File: src/rtl/strip_pkg.sv
package strip_pkg;

  typedef enum logic [1:0] {
    ST_IDLE  = 2'd0,
    ST_ISSUE = 2'd1,
    ST_WAIT  = 2'd2,
    ST_FIN   = 2'd3
  } seq_state_e;

  // Length of the leading piece: the remainder of n over the maximum length,
  // or a full piece when the remainder is zero (only meaningful for n > 0).
  function automatic int unsigned lead_len(int unsigned n, int unsigned maxvl);
    int unsigned r;
    r = n % maxvl;
    return (r == 0) ? maxvl : r;
  endfunction

  // Number of pieces a request of length n breaks into.
  function automatic int unsigned piece_count(int unsigned n, int unsigned maxvl);
    return (n / maxvl) + ((n % maxvl) != 0 ? 1 : 0);
  endfunction

endpackage

File: src/rtl/strip_plan.sv
module strip_plan #(
  parameter int LEN_W  = 16,
  parameter int MAX_VL = 64,
  parameter int VL_W   = $clog2(MAX_VL + 1)
) (
  input  logic [LEN_W-1:0] n,
  output logic [VL_W-1:0]  first_vl,
  output logic             is_empty
);
  import strip_pkg::*;

  always_comb begin
    first_vl = VL_W'(lead_len(32'(n), MAX_VL));
    is_empty = (n == '0);
  end

endmodule

File: src/rtl/strip_track.sv
module strip_track #(
  parameter int LEN_W  = 16,
  parameter int MAX_VL = 64,
  parameter int VL_W   = $clog2(MAX_VL + 1)
) (
  input  logic             clk,
  input  logic             rst_n,
  input  logic             load,
  input  logic [LEN_W-1:0] n,
  input  logic [VL_W-1:0]  first_vl,
  input  logic             advance,
  output logic [LEN_W-1:0] base,
  output logic [VL_W-1:0]  vl,
  output logic             last_piece
);
  localparam logic [VL_W-1:0] FULL_VL = VL_W'(MAX_VL);

  logic [LEN_W-1:0] remain;

  always_ff @(posedge clk or negedge rst_n) begin
    if (!rst_n) begin
      remain <= '0;
      base   <= '0;
      vl     <= '0;
    end else if (load) begin
      remain <= n;
      base   <= '0;
      vl     <= first_vl;
    end else if (advance) begin
      remain <= remain - LEN_W'(vl);
      base   <= base + LEN_W'(vl);
      vl     <= FULL_VL;
    end
  end

  assign last_piece = (remain == LEN_W'(vl));

endmodule

File: src/rtl/strip_fsm.sv
module strip_fsm
  import strip_pkg::*;
(
  input  logic clk,
  input  logic rst_n,
  input  logic req_valid,
  input  logic is_empty,
  input  logic piece_done,
  input  logic last_piece,
  output logic req_ready,
  output logic piece_start,
  output logic seq_done,
  output logic accept_req,
  output logic load,
  output logic done_taken
);
  seq_state_e state, state_nx;

  always_ff @(posedge clk or negedge rst_n) begin
    if (!rst_n) state <= ST_IDLE;
    else        state <= state_nx;
  end

  always_comb begin
    state_nx = state;
    unique case (state)
      ST_IDLE:  if (req_valid) state_nx = is_empty ? ST_FIN : ST_ISSUE;
      ST_ISSUE: state_nx = ST_WAIT;
      ST_WAIT:  if (piece_done) state_nx = last_piece ? ST_FIN : ST_ISSUE;
      ST_FIN:   state_nx = ST_IDLE;
      default:  state_nx = ST_IDLE;
    endcase
  end

  assign req_ready   = (state == ST_IDLE);
  assign piece_start = (state == ST_ISSUE);
  assign seq_done    = (state == ST_FIN);
  assign accept_req  = req_ready && req_valid;
  assign load        = accept_req && !is_empty;
  assign done_taken  = (state == ST_WAIT) && piece_done;

endmodule

File: src/rtl/strip_seq.sv
module strip_seq #(
  parameter int LEN_W  = 16,
  parameter int MAX_VL = 64,
  parameter int VL_W   = $clog2(MAX_VL + 1)
) (
  input  logic             clk,
  input  logic             rst_n,
  input  logic             req_valid,
  input  logic [LEN_W-1:0] req_len,
  output logic             req_ready,
  output logic             piece_start,
  output logic [VL_W-1:0]  piece_vl,
  output logic [LEN_W-1:0] piece_base,
  output logic             piece_last,
  input  logic             piece_done,
  output logic             seq_done
);
  // Named internal events, visible to the bound checker.
  logic            accept_req;
  logic            done_taken;
  logic            load;
  logic            is_empty;
  logic            last_piece;
  logic [VL_W-1:0] first_vl;

  strip_plan #(.LEN_W(LEN_W), .MAX_VL(MAX_VL), .VL_W(VL_W)) u_plan (
    .n        (req_len),
    .first_vl (first_vl),
    .is_empty (is_empty)
  );

  strip_track #(.LEN_W(LEN_W), .MAX_VL(MAX_VL), .VL_W(VL_W)) u_track (
    .clk        (clk),
    .rst_n      (rst_n),
    .load       (load),
    .n          (req_len),
    .first_vl   (first_vl),
    .advance    (done_taken),
    .base       (piece_base),
    .vl         (piece_vl),
    .last_piece (last_piece)
  );

  strip_fsm u_fsm (
    .clk         (clk),
    .rst_n       (rst_n),
    .req_valid   (req_valid),
    .is_empty    (is_empty),
    .piece_done  (piece_done),
    .last_piece  (last_piece),
    .req_ready   (req_ready),
    .piece_start (piece_start),
    .seq_done    (seq_done),
    .accept_req  (accept_req),
    .load        (load),
    .done_taken  (done_taken)
  );

  assign piece_last = piece_start && last_piece;

endmodule

File: config.mk
export PLATFORM = sky130hd
export DESIGN_NAME = strip_seq
export DESIGN_NICKNAME = d
export VERILOG_FILES = /design/src/rtl/strip_pkg.sv /design/src/rtl/strip_plan.sv /design/src/rtl/strip_track.sv /design/src/rtl/strip_fsm.sv /design/src/rtl/strip_seq.sv
export SDC_FILE = /design/constraint.sdc
export NUM_CORES = 1
export LEC_CHECK = 0
export ABC_CLOCK_PERIOD_IN_PS = 4220
export CAP_MARGIN = 20
export CELL_PAD_IN_SITES_DETAIL_PLACEMENT = 1
export CELL_PAD_IN_SITES_GLOBAL_PLACEMENT = 1
export CORE_ASPECT_RATIO = 1.5
export CORE_MARGIN = 3
export CORE_UTILIZATION = 45
export CTS_BUF_LIST = sky130_fd_sc_hd__clkbuf_8
export DETAILED_ROUTE_END_ITERATION = 10
export PLACE_DENSITY = 0.88
export SETUP_SLACK_MARGIN = 0.05
export SLEW_MARGIN = 20
export SYNTH_ARGS = -nofsm -noshare
export SYNTH_HDL_FRONTEND = slang
export SYNTH_HIERARCHICAL = 1
export SYNTH_SLANG_ARGS = --single-unit
File: constraint.sdc
create_clock -name clk -period 4.22 [get_ports clk]
set_input_delay 0.844 -clock clk [delete_from_list [all_inputs] [get_ports clk]]
set_output_delay 0.844 -clock clk [all_outputs]
set_load 0.01 [all_outputs]
==> results.py, run 1 <==
metrics = {
    "clock_network": {
        "h-tree-depth": 2,
        "holdBufCountCts": 0,
        "clock-sinks": 41,
        "postCtsSetupBuffers": 0,
        "cts_resized": 0,
        "cts-buffers-inserted": 5,
        "cts_tree": "yes",
        "cts_root_buf": "clkbuf_8",
        "clk_latency_ns": 0.29,
        "path_clk_slew_ns": 0.08,
        "clock_path_buffers": 2,
    },
    "detailed_routing": {
        "drt-initial-drc-count": 127,
        "drc_errors": 0,
        "top_layer": "met4",
        "firstDrtPassIters": 4,
        "wirelength_mm": 8.18,
        "drt-vias-per-instance": 6.12,
        "via_count": 2545,
        "wl_per_cell_um": 19.7,
        "wl_met1_mm": 3.24,
        "dr_wl_met2_mm": 4.58,
        "route.met3.wl_um": 187,
        "antenna_left": 0,
    },
    "yosys": {
        "yosys-top-cells-count": "41 x dfrtp_1, 29 x nand2_1, 25 x nor2_1",
        "syn_area_um2": 2730,
        "syn_inst": 304,
        "synth.net_count": 340,
        "ys_seq_area_frac": 0.375,
        "netlist_top_cells_area": "dfrtp_1 38%, ha_1 6.4%, nand2_1 4.0%",
        "synthFlopType": "dfrtp_1",
        "ys_seq_elements": 41,
        "yosysWarnings": 6,
        "synth_most_common_cell": "dfrtp_1",
        "synth_top_area_cell": "dfrtp_1",
        "synth_edf_count": 0,
        "synth_cell_type_count": 55,
        "avgSynthCellArea_um2": 8.99,
        "synth_top_area_share": 0.375,
        "synthArstFlopShare": 1.00,
    },
    "floorplanning": {
        "die-area_um2": 7070,
        "rows": 34,
        "die_w_um": 69.6,
        "io_pins": 47,
        "start_util": 0.469,
        "die_y_um": 101,
        "coreArea_um2": 5830,
    },
    "sta": {
        "setup_viol": 0,
        "finalHoldViolations": 0,
        "slew_viol_final": 0,
        "period_share": 0.877,
        "setup_slack_ns": 0.519,
        "fmax_mhz": 270,
        "timing.hold.ws_ns": 0.535,
        "rsz0062_at_grt": "no",
        "setup-tns-final_ns": 0,
        "slew_headroom": 0.380,
        "min_period_ns": 3.70,
        "worst_pin_slew_ns": 0.930,
        "finalClockSkew_ns": 0.00214,
    },
    "cells_and_area": {
        "final_core_util": 0.578,
        "drive_gt1_frac": 0.0727,
        "diodes": 0,
        "fin_nets": 379,
        "syn_to_final_growth_pct": 23.2,
        "fin_area_um2": 3370,
        "finalNonFillerCells": 416,
    },
    "setup_path": {
        "end_kind": "output pin",
        "worst_setup_path_start_kind": "register",
        "path_class": "register to output pin",
        "required_ns": 3.38,
        "path_max_fanout": 7,
        "slowest_stage": "or3_1",
        "cp.arrival_ns": 2.86,
        "cp_cell_sequence": "or3_1 -> or3_4 -> nor3_1 -> and2_1 -> clkdlybuf4s50_1",
        "slowest_delay_ns": 0.53,
    },
    "global_route": {
        "grt_pass1_vias": 2754,
        "gr-total-overflow": 0,
        "antenna_found_initial": 0,
        "grt_pass1_wl_mm": 13.6,
        "grt_usage": 0.240,
        "grt_max_degree": 42,
    },
    "power_and_ir_drop": {
        "switching_power_mw": 1.04,
        "p_leak_nw": 1.37,
        "ir_worst_vdd_v": 0.000390,
        "p_total_mw": 2.37,
        "p_int_mw": 1.33,
        "pwr-share-seq": 0.289,
        "power_density_nw_per_um2": 705,
        "power_frac_clock": 0.162,
        "power_frac_comb": 0.549,
        "p_sw_frac": 0.440,
    },
    "placement": {
        "gp_congestion": 0.860,
        "place_inst": 408,
        "io_buffers": 46,
        "dpl_cell_area_um2": 3230,
        "pre_cts_slack_ns": 0.600,
        "dp_hpwl_mm": 6.04,
    },
    "hold_path": {
        "hold_class": "register to register",
    },
    "flow_run": {
        "drv_cap": 0,
    },
    "status": {
        "outcome": "finished, final reports clean",
    },
}
[logic make-up after synthesis]
logic type,count (synthesis),share of synthesized area
simple gates,112,0.220
compound gates,79,0.191
flops,41,0.375
buf+inv,29,0.0426
xor+xnor,17,0.0545
fa+ha+maj,16,0.0787
mux,10,0.0380
[metal layers]
| metal | GRT usage | vias to the layer above |
|---|---|---|
| met5 | 0 | - |
| met4 | 0.0752 | 0 |
| met2 | 0.471 | 49 |
| met3 | 0.0288 | 14 |
| li1 | - | 1179 |
| met1 | 0.268 | 1303 |
[state kept, by name (all words and copies together) (netlist names)]
signal          count
u_track/vl          7
u_fsm/state         2
u_track/base       16
u_track/remain     16
[power by group through the flow]
| stage | clock, mW | sequential [mW] | combinational (mW) |
|---|---|---|---|
| floorplan | 0 | 0.667 | 0.846 |
| global placement | 0 | 0.678 | 1.20 |
| detailed placement | 0 | 0.690 | 1.28 |
| CTS | 0.390 | 0.684 | 1.29 |
| global route | 0.410 | 0.708 | 1.43 |
| finish | 0.384 | 0.687 | 1.30 |
[cells in the final DEF (no fill, tap or decap), drive strengths merged, types with 5 or more instances in the layout]
cell type / n
or4: 6
mux2i: 7
o211ai: 7
xnor2: 10
or3: 7
a21oi: 15
dfrtp: 41
nor4: 5
nor2: 25
ha: 14
o21ai: 19
nand2: 29
clkdlybuf4s50: 45
clkbuf: 5
nand3: 5
nand2b: 7
o31ai: 5
a211oi: 6
nor3: 7
inv: 11
xor2: 7
[worst max-delay path: cells and delay by family (launching register included)]
kind,cells,cell delay (ns)
DFF,1,0.48
buffers and inverters,1,0.53
and+or+nand+nor,4,1.55
[final timing paths]
path | start | endpoint | slack (ns) | cells past startpoint
worst min register to register | u_track/remain[6] | u_track/remain[6] | 0.53 | 1
worst max-delay path | u_track/remain[8] | piece_last | 0.52 | 5
worst max register to register | u_track/vl[0] | u_track/base[14] | 1.53 | 8
max in group asynchronous | rst_n | u_track/remain[11] | 2.96 | 1
worst min-delay path | u_track/remain[6] | u_track/remain[6] | 0.53 | 1
min in group asynchronous | rst_n | u_track/base[1] | 0.68 | 1
[area by class of cell]
| type | instances | area, um2 |
|---|---|---|
| fill | 700 | 2460 |
| multi-input combinational | 234 | 1590 |
| sequential | 41 | 1030 |
| timing repair buffer | 49 | 478 |
| tap | 72 | 90.1 |
| clock buffer | 5 | 68.8 |
| clock inverter | 3 | 65.1 |
| inverter | 12 | 45.0 |
(Power assumes the default switching activity.)
==> run 2, diff against run 1 <==
--- a/config.mk
+++ b/config.mk
@@ -14,10 +14,11 @@
 export CORE_UTILIZATION = 45
 export CTS_BUF_LIST = sky130_fd_sc_hd__clkbuf_8
 export DETAILED_ROUTE_END_ITERATION = 10
-export PLACE_DENSITY = 0.88
+export PLACE_DENSITY_LB_ADDON = 0.1
 export SETUP_SLACK_MARGIN = 0.05
 export SLEW_MARGIN = 20
 export SYNTH_ARGS = -nofsm -noshare
 export SYNTH_HDL_FRONTEND = slang
 export SYNTH_HIERARCHICAL = 1
 export SYNTH_SLANG_ARGS = --single-unit
+export TNS_END_PERCENT = 1
==> results.py, run 2 (synthesized netlist as in run 1, its figures left out) <==
metrics = {
    "detailed_routing": {
        "firstDrtPassIters": 4,
        "wirelength_mm": 7.38,
        "wl_per_cell_um": 17.8,
        "drt-initial-drc-count": 111,
        "antenna_left": 0,
        "route.met3.wl_um": 210,
        "dr_wl_met2_mm": 4.00,
        "wl_met1_mm": 3.03,
        "drc_errors": 0,
        "top_layer": "met4",
        "drt-vias-per-instance": 5.88,
        "via_count": 2442,
    },
    "clock_network": {
        "clk_latency_ns": 0.30,
        "h-tree-depth": 2,
        "cts_resized": 0,
        "cts_tree": "yes",
        "clock_path_buffers": 2,
        "holdBufCountCts": 0,
        "path_clk_slew_ns": 0.08,
        "cts-buffers-inserted": 5,
        "cts_root_buf": "clkbuf_8",
        "clock-sinks": 41,
        "postCtsSetupBuffers": 0,
    },
    "global_route": {
        "grt_pass1_vias": 2598,
        "grt_usage": 0.217,
        "antenna_found_initial": 0,
        "grt_max_degree": 46,
        "grt_pass1_wl_mm": 12.4,
        "gr-total-overflow": 0,
    },
    "hold_path": {
        "hold_path_end": "u_track/remain[5]",
        "min_path_cells": 1,
        "min-delay-start": "u_track/remain[5]",
        "hold_class": "register to register",
    },
    "sta": {
        "worst_pin_slew_ns": 0.971,
        "setup_viol": 0,
        "setup-tns-final_ns": 0,
        "slew_viol_final": 0,
        "period_share": 0.862,
        "fmax_mhz": 275,
        "finalClockSkew_ns": 0.00933,
        "min_period_ns": 3.64,
        "rsz0062_at_grt": "no",
        "slew_headroom": 0.353,
        "timing.hold.ws_ns": 0.528,
        "finalHoldViolations": 0,
    },
    "placement": {
        "dp_hpwl_mm": 5.54,
        "gp_congestion": 0.829,
        "io_buffers": 46,
        "place_inst": 408,
    },
    "floorplanning": {
        "die-area_um2": 7070,
        "die_w_um": 69.6,
        "coreArea_um2": 5830,
        "die_y_um": 101,
        "io_pins": 47,
        "rows": 34,
        "start_util": 0.469,
    },
    "cells_and_area": {
        "syn_to_final_growth_pct": 22.1,
        "diodes": 0,
        "finalNonFillerCells": 415,
        "final_common_cell": "clkdlybuf4s50_1",
        "reg.largest.list": "u_track/base x16, u_track/remain x16, u_track/vl x7",
        "final_cell_mix": "45 x clkdlybuf4s50_1, 41 x dfrtp_1, 29 x nand2_1",
        "drive_gt1_frac": 0.0700,
        "final_core_util": 0.573,
        "fin_nets": 379,
    },
    "setup_path": {
        "r2r-end": "u_track/base[14]",
        "crit_family": "simple AND/OR/NAND/NOR gates",
        "path_max_fanout": 7,
        "cp_cell_sequence": "or3_1 -> or3_4 -> nor3_1 -> and2_1 -> clkdlybuf4s50_1",
        "cp.depth": 5,
        "reg2reg_from": "u_track/vl[0]",
        "worst_setup_path_start_kind": "register",
        "cp.arrival_ns": 2.79,
        "path_class": "register to output pin",
        "slowest_delay_ns": 0.53,
        "rrSetupSlack_ns": 1.65,
        "r2r_cells": 8,
        "crit_buf_inv": 1,
        "end_kind": "output pin",
        "slowest_stage": "clkdlybuf4s50_1",
        "required_ns": 3.38,
    },
    "power_and_ir_drop": {
        "ir_worst_vdd_v": 0.000307,
        "power_density_nw_per_um2": 670,
        "p_total_mw": 2.24,
        "p_leak_nw": 1.35,
    },
    "flow_run": {
        "drv_cap": 0,
    },
    "status": {
        "outcome": "finished, final reports clean",
    },
}
run 2: cell count changes in the layout (fill, tap and decap cells not counted), sizes merged:
cell    before  now
bufinv       2    1
run 2: metrics by stage:
stage               instance area (um2)  setup slack, ns
floorplan                          2730             1.50
global placement                   3230            0.671
detailed placement                 3230            0.600
CTS                                3340            0.541
global route                       3340            0.502
finish                             3340            0.582
run 2: area by class of cell:
class                           instances  area [um2]
Clock inverter                          2        35.0
Inverter                               12        45.0
Tap cell                               72        90.1
Multi-Input combinational cell        234        1590
Fill cell                             692        2490
Timing Repair Buffer                   49         478
Clock buffer                            5        68.8
Sequential cell                        41        1030
run 2: worst max path at each step:
stage	startpoint	end
finish	u_track/remain[8]	piece_last
global route	u_track/remain[8]	piece_last
CTS	u_track/remain[8]	piece_last
detailed placement	req_len[6]	u_track/base[5]
global placement	req_len[6]	u_track/base[5]
floorplan	req_len[1]	u_track/base[5]
run 2: per-layer routing:
metal / vias up / global-route usage
li1: 1172 / -
met1: 1217 / 0.253
met2: 41 / 0.410
met3: 12 / 0.0328
met4: 0 / 0.0664
met5: - / 0
run 2: where the power goes:
group,internal (mW),switching [mW],leakage (nW)
Sequential,0.532,0.143,0.527
Clock,0.172,0.144,0.0540
Combinational,0.561,0.683,0.770
